$ cat config.mk
export PLATFORM = sky130hd
export DESIGN_NAME = instq_fetcher
export DESIGN_NICKNAME = d
export VERILOG_FILES = /design/src/rtl/instq_pkg.sv /design/src/rtl/instq_ctrl.sv /design/src/rtl/instq_dpath.sv /design/src/rtl/instq_fetcher.sv
export SDC_FILE = /design/constraint.sdc
export NUM_CORES = 1
export LEC_CHECK = 0
export ABC_CLOCK_PERIOD_IN_PS = 3900
export CORE_UTILIZATION = 45
export DETAILED_ROUTE_END_ITERATION = 8
export PLACE_DENSITY = 0.83
export SYNTH_ARGS = -nofsm -noshare
export SYNTH_HDL_FRONTEND = slang
export SYNTH_SLANG_ARGS = --single-unit
$ cat constraint.sdc
create_clock -name clk -period 3.9 [get_ports clk]
set_input_delay 0.78 -clock clk [delete_from_list [all_inputs] [get_ports clk]]
set_output_delay 0.78 -clock clk [all_outputs]
set_load 0.01 [all_outputs]
$ cat src/rtl/instq_pkg.sv
`timescale 1ns/1ps
package instq_pkg;
  typedef enum logic [1:0] {
    ST_IDLE,
    ST_DATA,
    ST_LINK,
    ST_WAIT
  } fetchState_e;

  typedef struct packed {
    logic advance;   // instruction request accepted this cycle
    logic linkLoad;  // next-segment pointer arrives this cycle
    logic idle;      // no request pending
  } dpStrobe_t;
endpackage

$ cat src/rtl/instq_ctrl.sv
`timescale 1ns/1ps
module instq_ctrl
  import instq_pkg::*;
(
  input  logic      clk,
  input  logic      rstN,
  input  logic      qEnable,
  input  logic      instrReady,
  input  logic      segDone,
  input  logic      inflightFull,
  input  logic      reqReady,
  input  logic      linkRspValid,
  output logic      reqValid,
  output logic      reqLink,
  output dpStrobe_t strobe
);
  fetchState_e state, stateNxt;

  always_comb begin
    stateNxt = state;
    case (state)
      ST_IDLE: begin
        if (qEnable && instrReady && !inflightFull) begin
          stateNxt = segDone ? ST_LINK : ST_DATA;
        end
      end
      ST_DATA: if (reqReady) stateNxt = ST_IDLE;
      ST_LINK: if (reqReady) stateNxt = ST_WAIT;
      ST_WAIT: if (linkRspValid) stateNxt = ST_IDLE;
      default: stateNxt = ST_IDLE;
    endcase
  end

  always_ff @(posedge clk or negedge rstN) begin
    if (!rstN) state <= ST_IDLE;
    else       state <= stateNxt;
  end

  assign reqValid        = (state == ST_DATA) || (state == ST_LINK);
  assign reqLink         = (state == ST_LINK);
  assign strobe.advance  = (state == ST_DATA) && reqReady;
  assign strobe.linkLoad = (state == ST_WAIT) && linkRspValid;
  assign strobe.idle     = (state == ST_IDLE);

  AST_FETCH_NEEDS_ENABLE: assert property (@(posedge clk) disable iff (!rstN)
    $rose(reqValid) |-> $past(qEnable) && $past(instrReady));

  AST_LINK_AT_SEG_END: assert property (@(posedge clk) disable iff (!rstN)
    $rose(reqLink) |-> $past(segDone));
endmodule

$ cat src/rtl/instq_dpath.sv
`timescale 1ns/1ps
module instq_dpath
  import instq_pkg::*;
#(
  parameter int DB_W      = 20,
  parameter int PTR_W     = 43,
  parameter int INF_W     = 8,
  parameter int ST_W      = 7,
  parameter int SEG_INSTR = 4
) (
  input  logic             clk,
  input  logic             rstN,
  input  logic             qEnable,
  input  logic             dbWrEn,
  input  logic [DB_W-1:0]  dbWrData,
  input  logic             saddrWrEn,
  input  logic [PTR_W-1:0] saddrWrData,
  input  logic [PTR_W-1:0] linkRspPtr,
  input  logic             doneStrobe,
  input  logic [ST_W-1:0]  statusSet,
  input  logic [ST_W-1:0]  statusClr,
  input  dpStrobe_t        strobe,
  output logic [DB_W-1:0]  dbCount,
  output logic [PTR_W-1:0] fetchPtr,
  output logic [INF_W-1:0] inflight,
  output logic [ST_W-1:0]  status,
  output logic             instrReady,
  output logic             segDone,
  output logic             inflightFull
);
  localparam int SLOT_W    = $clog2(SEG_INSTR + 1);
  localparam int WORDS_PER = 8;
  localparam int OVF_BIT   = 1;

  logic [SLOT_W-1:0] slot;
  logic [DB_W:0]     dbSum;
  logic              dbOvf;
  logic              cfgOk;
  logic              doneEff;

  // Deduction cannot borrow: a fetch is only pending while count >= 8
  always_comb begin
    dbSum = {1'b0, dbCount}
          - (strobe.advance ? (DB_W+1)'(WORDS_PER) : '0)
          + (dbWrEn ? {1'b0, dbWrData} : '0);
  end
  assign dbOvf = dbSum[DB_W];

  always_ff @(posedge clk or negedge rstN) begin
    if (!rstN) dbCount <= '0;
    else       dbCount <= dbSum[DB_W-1:0];
  end

  assign cfgOk = saddrWrEn && !qEnable && (inflight == '0) && strobe.idle;

  always_ff @(posedge clk or negedge rstN) begin
    if (!rstN) begin
      fetchPtr <= '0;
      slot     <= '0;
    end else if (cfgOk) begin
      fetchPtr <= saddrWrData;
      slot     <= '0;
    end else if (strobe.linkLoad) begin
      fetchPtr <= linkRspPtr;
      slot     <= '0;
    end else if (strobe.advance) begin
      fetchPtr <= fetchPtr + PTR_W'(1);
      slot     <= slot + SLOT_W'(1);
    end
  end

  assign doneEff = doneStrobe && (inflight != '0);

  always_ff @(posedge clk or negedge rstN) begin
    if (!rstN) inflight <= '0;
    else begin
      case ({strobe.advance, doneEff})
        2'b10:   inflight <= inflight + INF_W'(1);
        2'b01:   inflight <= inflight - INF_W'(1);
        default: inflight <= inflight;
      endcase
    end
  end

  always_ff @(posedge clk or negedge rstN) begin
    if (!rstN) status <= '0;
    else       status <= (status & ~statusClr) | statusSet
                         | (ST_W'(dbOvf) << OVF_BIT);
  end

  assign instrReady   = dbCount >= DB_W'(WORDS_PER);
  assign segDone      = slot == SLOT_W'(SEG_INSTR);
  assign inflightFull = &inflight;

  AST_NO_SEG_OVERRUN: assert property (@(posedge clk) disable iff (!rstN)
    strobe.advance |-> (slot < SLOT_W'(SEG_INSTR)));

  AST_INFLIGHT_STEP: assert property (@(posedge clk) disable iff (!rstN)
    (inflight != $past(inflight)) |->
      (inflight == $past(inflight) + INF_W'(1)) ||
      (inflight == $past(inflight) - INF_W'(1)));

  AST_NO_OVERFLOW_LOSS: assert property (@(posedge clk) disable iff (!rstN)
    status[OVF_BIT] && !statusClr[OVF_BIT] |=> status[OVF_BIT]);
endmodule

$ cat src/rtl/instq_fetcher.sv
`timescale 1ns/1ps
module instq_fetcher
  import instq_pkg::*;
#(
  parameter int DB_W      = 20,
  parameter int PTR_W     = 43,
  parameter int INF_W     = 8,
  parameter int ST_W      = 7,
  parameter int SEG_INSTR = 4,
  localparam int ADDR_W   = PTR_W + 6
) (
  input  logic              clk,
  input  logic              rstN,
  input  logic              qEnable,
  input  logic              dbWrEn,
  input  logic [DB_W-1:0]   dbWrData,
  output logic [DB_W-1:0]   dbCount,
  input  logic              saddrWrEn,
  input  logic [PTR_W-1:0]  saddrWrData,
  output logic [PTR_W-1:0]  fetchPtr,
  output logic              reqValid,
  input  logic              reqReady,
  output logic [ADDR_W-1:0] reqAddr,
  output logic              reqLink,
  input  logic              linkRspValid,
  input  logic [PTR_W-1:0]  linkRspPtr,
  input  logic              doneStrobe,
  output logic [INF_W-1:0]  inflight,
  input  logic [ST_W-1:0]   statusSet,
  input  logic [ST_W-1:0]   statusClr,
  output logic [ST_W-1:0]   status
);
  dpStrobe_t strobe;
  logic      instrReady;
  logic      segDone;
  logic      inflightFull;

  instq_ctrl i_ctrl (
    .clk          (clk),
    .rstN         (rstN),
    .qEnable      (qEnable),
    .instrReady   (instrReady),
    .segDone      (segDone),
    .inflightFull (inflightFull),
    .reqReady     (reqReady),
    .linkRspValid (linkRspValid),
    .reqValid     (reqValid),
    .reqLink      (reqLink),
    .strobe       (strobe)
  );

  instq_dpath #(
    .DB_W(DB_W), .PTR_W(PTR_W), .INF_W(INF_W), .ST_W(ST_W), .SEG_INSTR(SEG_INSTR)
  ) i_dpath (
    .clk          (clk),
    .rstN         (rstN),
    .qEnable      (qEnable),
    .dbWrEn       (dbWrEn),
    .dbWrData     (dbWrData),
    .saddrWrEn    (saddrWrEn),
    .saddrWrData  (saddrWrData),
    .linkRspPtr   (linkRspPtr),
    .doneStrobe   (doneStrobe),
    .statusSet    (statusSet),
    .statusClr    (statusClr),
    .strobe       (strobe),
    .dbCount      (dbCount),
    .fetchPtr     (fetchPtr),
    .inflight     (inflight),
    .status       (status),
    .instrReady   (instrReady),
    .segDone      (segDone),
    .inflightFull (inflightFull)
  );

  assign reqAddr = {fetchPtr, 6'b0};

  AST_REQ_STABLE: assert property (@(posedge clk) disable iff (!rstN)
    reqValid && !reqReady |=> reqValid && $stable(reqAddr) && $stable(reqLink));
endmodule

# Yosys cells after proc, flatten, opt, wreduce, memory -nomap -nowiden
# Index checks and enable logic that the tools add are counted.
op_classes:
  n_lt_le_gt_ge: 1
  bitwise_logic: 4
  addsub: 6
  n_reduce_logical: 18
  eq_ne: 10
  mux: 15
ops:
  columns: ["op", "count"]
  rows:
  - ["43-bit two-way mux", 3]
  - ["43-bit by 1-bit adder with 43-bit output (second input constant)", 1]
  - ["21-bit adder", 1]
  - ["20-bit by 21-bit subtractor with 21-bit output", 1]
  - ["20-bit by 4-bit >= comparator with 1-bit output (second input constant)", 1]
  - ["20-bit two-way mux", 1]
  - ["8-bit case mux with 2 select lines", 1]
  - ["2-bit two-way mux", 5]
  - ["3-bit two-way mux", 3]
  - ["8-bit by 1-bit adder with 8-bit output (second input constant)", 1]
  - ["1-bit logical AND", 8]
  - ["8-bit logical NOT", 1]
  - ["2-bit != test (second input constant)", 4]
  - ["2-bit case mux with 4 select lines", 1]
  - ["8-bit AND reduction", 1]
  - ["8-bit nonzero test", 1]
  - ["8-bit by 1-bit subtractor with 8-bit output (second input constant)", 1]
  - ["7-bit AND", 1]
  - ["7-bit NOT", 1]
  - ["7-bit by 2-bit OR with 7-bit output", 1]
  - ["7-bit OR", 1]
  - ["2-bit == test (second input constant)", 3]
  - ["2-bit by 1-bit == test with 1-bit output (second input constant)", 2]
  - ["4-bit two-way mux", 1]
  - ["8 further kinds", 9]
totals:
  register_bits: 83
  inputBits: 128

# Logic depth before layout (Yosys ltp)
# Gate-level depths: netlist of run 1.
depth:
  ltp_word: 6
  depth_mapped: 14

# By module
# From an unflattened synthesis of run 1, not the netlist that was laid out.
unflattened:
  cells_unflattened: 815
  area_unflattened_um2: 6640.1
by_module_without_submodules:
  columns: ["module", "n_inst", "cells_each", "area_each_um2"]
  rows:
  - ["instq_dpath", 1, 744, 6053.3]
  - ["instq_fetcher", 1, 50, 371.6]
  - ["instq_ctrl", 1, 21, 215.2]

# Worst setup path before layout of run 1
# No wires, ideal clock.
synth_timing:
  kind: "input -> register"
  start: "input reqReady"
  end: "register i_dpath.dbCount[19]"
  arrival_ns: 3.528
  t_required_ns: 3.754
  path_stages: 12
  setup_ns: 0.146
  slack_ns: 0.226
  cell_sequence: "nand2_1 -> clkinv_1 -> buf_1 -> fa_1 -> inv_1 -> ha_1 -> a21o_1 -> a311o_1 -> and4_1 -> o2111ai_1 -> and2_1 -> o311ai_0"
synth_via:
  elab_chain_len: 4
synth_lines:
  columns: ["element", "line_no", "text"]
  rows:
  - ["start: declaration", "instq_fetcher.sv:22", "input logic reqReady,"]
  - ["1-bit logical AND", "instq_ctrl.sv:41", "assign strobe.advance = (state == ST_DATA) && reqReady;"]
  - ["4-bit two-way mux", "instq_dpath.sv:44", "- (strobe.advance ? (DB_W+1)'(WORDS_PER) : '0)"]
  - ["20-bit by 21-bit subtractor with 21-bit output", "instq_dpath.sv:44", null]
  - ["21-bit adder", "instq_dpath.sv:45", "+ (dbWrEn ? {1'b0, dbWrData} : '0);"]
  - ["net i_dpath.dbSum[19]", "instq_dpath.sv:36", "logic [DB_W:0] dbSum;"]
  - ["end signal: assignment", "instq_dpath.sv:51", "else dbCount <= dbSum[DB_W-1:0];"]
  - ["end: declaration", "instq_dpath.sv:23", "output logic [DB_W-1:0] dbCount,"]
# The timed path passes the listed nets, and every way through them passes these cells.
# A chain may end at the register's enable or synchronous reset.

# Final worst setup path of run 1
layout_timing:
  start: "input dbWrEn"
  end: "register i_dpath.dbCount[19]"
layout_via:
  elab_chain_len: 2
layout_lines:
  columns: ["element", "line_no", "text"]
  rows:
  - ["start: declaration", "instq_fetcher.sv:15", "input logic dbWrEn,"]
  - ["20-bit two-way mux", "instq_dpath.sv:45", null]
  - ["21-bit adder", "instq_dpath.sv:45", null]
  - ["net i_dpath.dbSum[19]", "instq_dpath.sv:36", null]
# The timed path passes the listed nets, and every way through them passes these cells.

==> results of run 1 <==
==> registers in the layout, summed over array words and instances (netlist names) <==
register	flops
i_dpath.status	7
i_dpath.dbCount	20
i_dpath.fetchPtr	43
i_ctrl.state	2
i_dpath.inflight	8
i_dpath.slot	3
==> through the flow <==
step                instances  instance area (sq um)  setup WS [ns]  hold slack [ns]
global route             1199                   9390         0.2280           0.4335
finish                   1199                   9390         0.3853           0.4069
CTS                      1199                   9390         0.4123           0.4077
floorplan                 812                   6686         0.2261           0.4844
detailed placement       1183                   9039        0.08469           0.4641
global placement         1183                   9039         0.1665           0.4602
==> path summary, 6_finish.rpt <==
check	start	to	slack (ns)
hold reg to reg	i_dpath.status[0]	i_dpath.status[0]	0.48
hold / removal	rstN	i_dpath.fetchPtr[2]	0.41
max in group asynchronous	rstN	i_ctrl.state[0]	2.76
setup reg to reg	i_ctrl.state[1]	i_dpath.dbCount[19]	0.68
setup / recovery	dbWrEn	i_dpath.dbCount[19]	0.39
min in group clk	i_dpath.status[0]	i_dpath.status[0]	0.48
==> critical path, cell delays in order <==
cell,delay [ns]
clkdlybuf4s50_1,0.58
buf_4,0.24
nand2_1,0.07
ha_1,0.27
inv_1,0.04
ha_1,0.37
a21o_1,0.22
a21o_1,0.17
a221o_1,0.38
o2111ai_1,0.26
and2_1,0.20
o311ai_0,0.13
==> cell families (layout without fill, tap and decap cells) <==
| group | after synthesis | after routing |
|---|---|---|
| flip-flops | 83 | 83 |
| buffers and inverters | 160 | 363 |
| adder cells (fa/ha/maj) | 54 | 54 |
| multiplexers | 9 | 9 |
| AO/OA/AOI/OAI | 193 | 193 |
| XOR/XNOR | 48 | 48 |
| other | 1 | 6 |
| AND/OR/NAND/NOR | 259 | 259 |
==> synth_stat cells (3+ instances only) <==
master	n	area [sq um]
o21ai_1	4	20.02
xnor2_1	37	324.1
buf_2	6	30.03
nand2b_1	7	43.79
o2111ai_1	3	26.28
nor4_4	3	63.81
nand3_1	21	105.1
or3_1	6	37.54
nor3_1	17	85.08
xor2_1	11	96.34
and3_1	16	100.1
o21ai_0	59	295.3
a311oi_1	5	43.79
a31oi_1	5	31.28
a21o_1	19	142.6
o211ai_1	5	37.54
nand4_2	3	37.54
and4_1	6	52.55
mux2i_1	7	70.07
nand4_1	15	93.84
inv_1	83	311.6
clkbuf_1	20	75.07
a21oi_1	52	260.3
nor2b_1	4	25.02
a2bb2oi_1	3	26.28
dfrtp_1	83	2077
nor4_1	10	62.56
nor2_1	52	195.2
buf_4	49	367.9
a211oi_1	6	45.04
a311o_1	3	30.03
and2_1	4	25.02
ha_1	52	650.6
o31ai_1	5	37.54
nand2_1	82	307.8
==> area by class of cell <==
cell class,count,area [sq um]
inverters,84,315.3
repair buffers,263,2597
clock inverters,6,112.6
clock buffers,10,239.0
multi-input cells,569,3819
well taps,184,230.2
flip-flops and latches,83,2077
fillers,1231,5089
==> power by group through the flow <==
| stage | Sequential, mW | Clock (mW) | Combinational [mW] |
|---|---|---|---|
| after floorplan | 1.85 | 0 | 3.01 |
| after global placement | 1.82 | 0 | 4.60 |
| after detailed placement | 1.84 | 0 | 4.72 |
| after CTS | 1.83 | 1.04 | 4.77 |
| after global routing | 1.89 | 1.06 | 5.30 |
| final | 1.83 | 1.02 | 4.76 |
==> per-layer routing <==
| layer | track usage | vias up | part of all wire |
|---|---|---|---|
| met5 | 0 | - | 0.00055 |
| met4 | 0.08283 | 2 | 0.016 |
| met3 | 0.06044 | 27 | 0.079 |
| met2 | 0.4792 | 267 | 0.51 |
| met1 | 0.3054 | 3172 | 0.40 |
| li1 | - | 3185 | - |
==> results.toml, run 1 <==
[outcome]
status = "complete, no violations"

[worst_setup_path]
cp.required_ns = 4.11
crit_fanout = 14
ff2ff_path_depth = 13
worstSetupEndpointType = "register"
crit_path_start_kind = "primary input"
crit_arrival_ns = 3.72
criticalPathCategory = "in -> reg"

[synth]
syn_area_per_cell_sq_um = 8.262
synth-simple-area-share = 0.2075
async_flop_share = 1.000
yosysSeqAreaShare = 0.3115
synth_xor_area_frac = 0.06305
synthMuxAreaShare = 0.01389
synthAdderAreaFrac = 0.1036
synth_top_family_by_area = "simple AND/OR/NAND/NOR gates"
synth_seq_cells = 83
synth-compound-area-share = 0.1811
yosysWarnings = 0
ys_types = 68
netlist_instances = 807
synth_edf_count = 0
synthesis.area_sq_um = 6668
ys.flop_type = "dfrtp_1"

[place]
place_hpwl_um = 15370
gp_congestion = 0.8887
port_buffers = 250

[power]
power_mw = 7.612
power_switching_mw = 3.236
leakage_nw = 4.095
seq_power_share = 0.240
max-vdd-ir-drop_uv = 587.3
p_sw_frac = 0.4251
power_frac_comb = 0.626
p_clk_frac = 0.134
internal_power_mw = 4.376
power_density_nw_per_um2 = 810.6

[clocking]
cts_setup_buffers = 0
cts_inserted_buffers = 9
clk_path_buf_depth = 2
ctsResizeCount = 0
clkSinkCount = 83
cts.hold.buffers_added = 0
insertion_delay_ns = 0.35
clk_pin_slew_ns = 0.06
cts_root_buf = "clkbuf_16"
cts_tree = "built"
htree_num_levels = 3

[layout]
drive_above_1_share = 0.04828
utilization = 0.6485
final_cell_mix = "clkdlybuf4s50_1, inv_1, dfrtp_1, nand2_1, o21ai_0"
layout_commonest_cell = "clkdlybuf4s50_1"
antenna_cells = 0
areaGrowthSynthToFinish_pct = 40.83
nets = 1192

[route]
drc_errors = 0
drt_iter0_drc = 401
vias = 6653
wl_per_cell_um = 16.78
ant_nets = 0
wirelength_um = 20120
first_pass_iters = 5
viasPerCell = 5.549

[grt]
grtUsageTotal = 0.2642
antenna_found_initial = 1
grt_pass1_vias = 6311
grt_pass1_wl_um = 31280
grt_max_degree = 39
grt.overflow.total = 0

[run]
max-cap-violations = 0

[die]
die_h_um = 123.7
dieArea_sq_um = 15310
chipWidth_um = 123.7
ios = 257
core_area_sq_um = 14480
row_count = 44
initial_core_util = 0.4605

[timing]
finalSetupViolCount = 0
finalHoldViolations = 0
slew_headroom = 0.5634
skew_ns = 0.004979
period_share = 0.9012
worstMarginPinSlew_ns = 0.6533
rsz0062_at_grt = "false"
final_max_slew_viol_count = 0
clock.fmax_mhz = 284.5
fin_setup_tns_ns = 0
layout_min_cycle_time_ns = 3.515

[worst_hold_path]
min_path_type = "in -> async"
Note: power is estimated with default switching activity, not from simulation.
==> run 2: changes to the inputs <==
CTS_CLUSTER_DIAMETER = 120   (was unset)
==> results of run 2 <==
No change in the layout: final DEF, timing and power equal those of run 1.
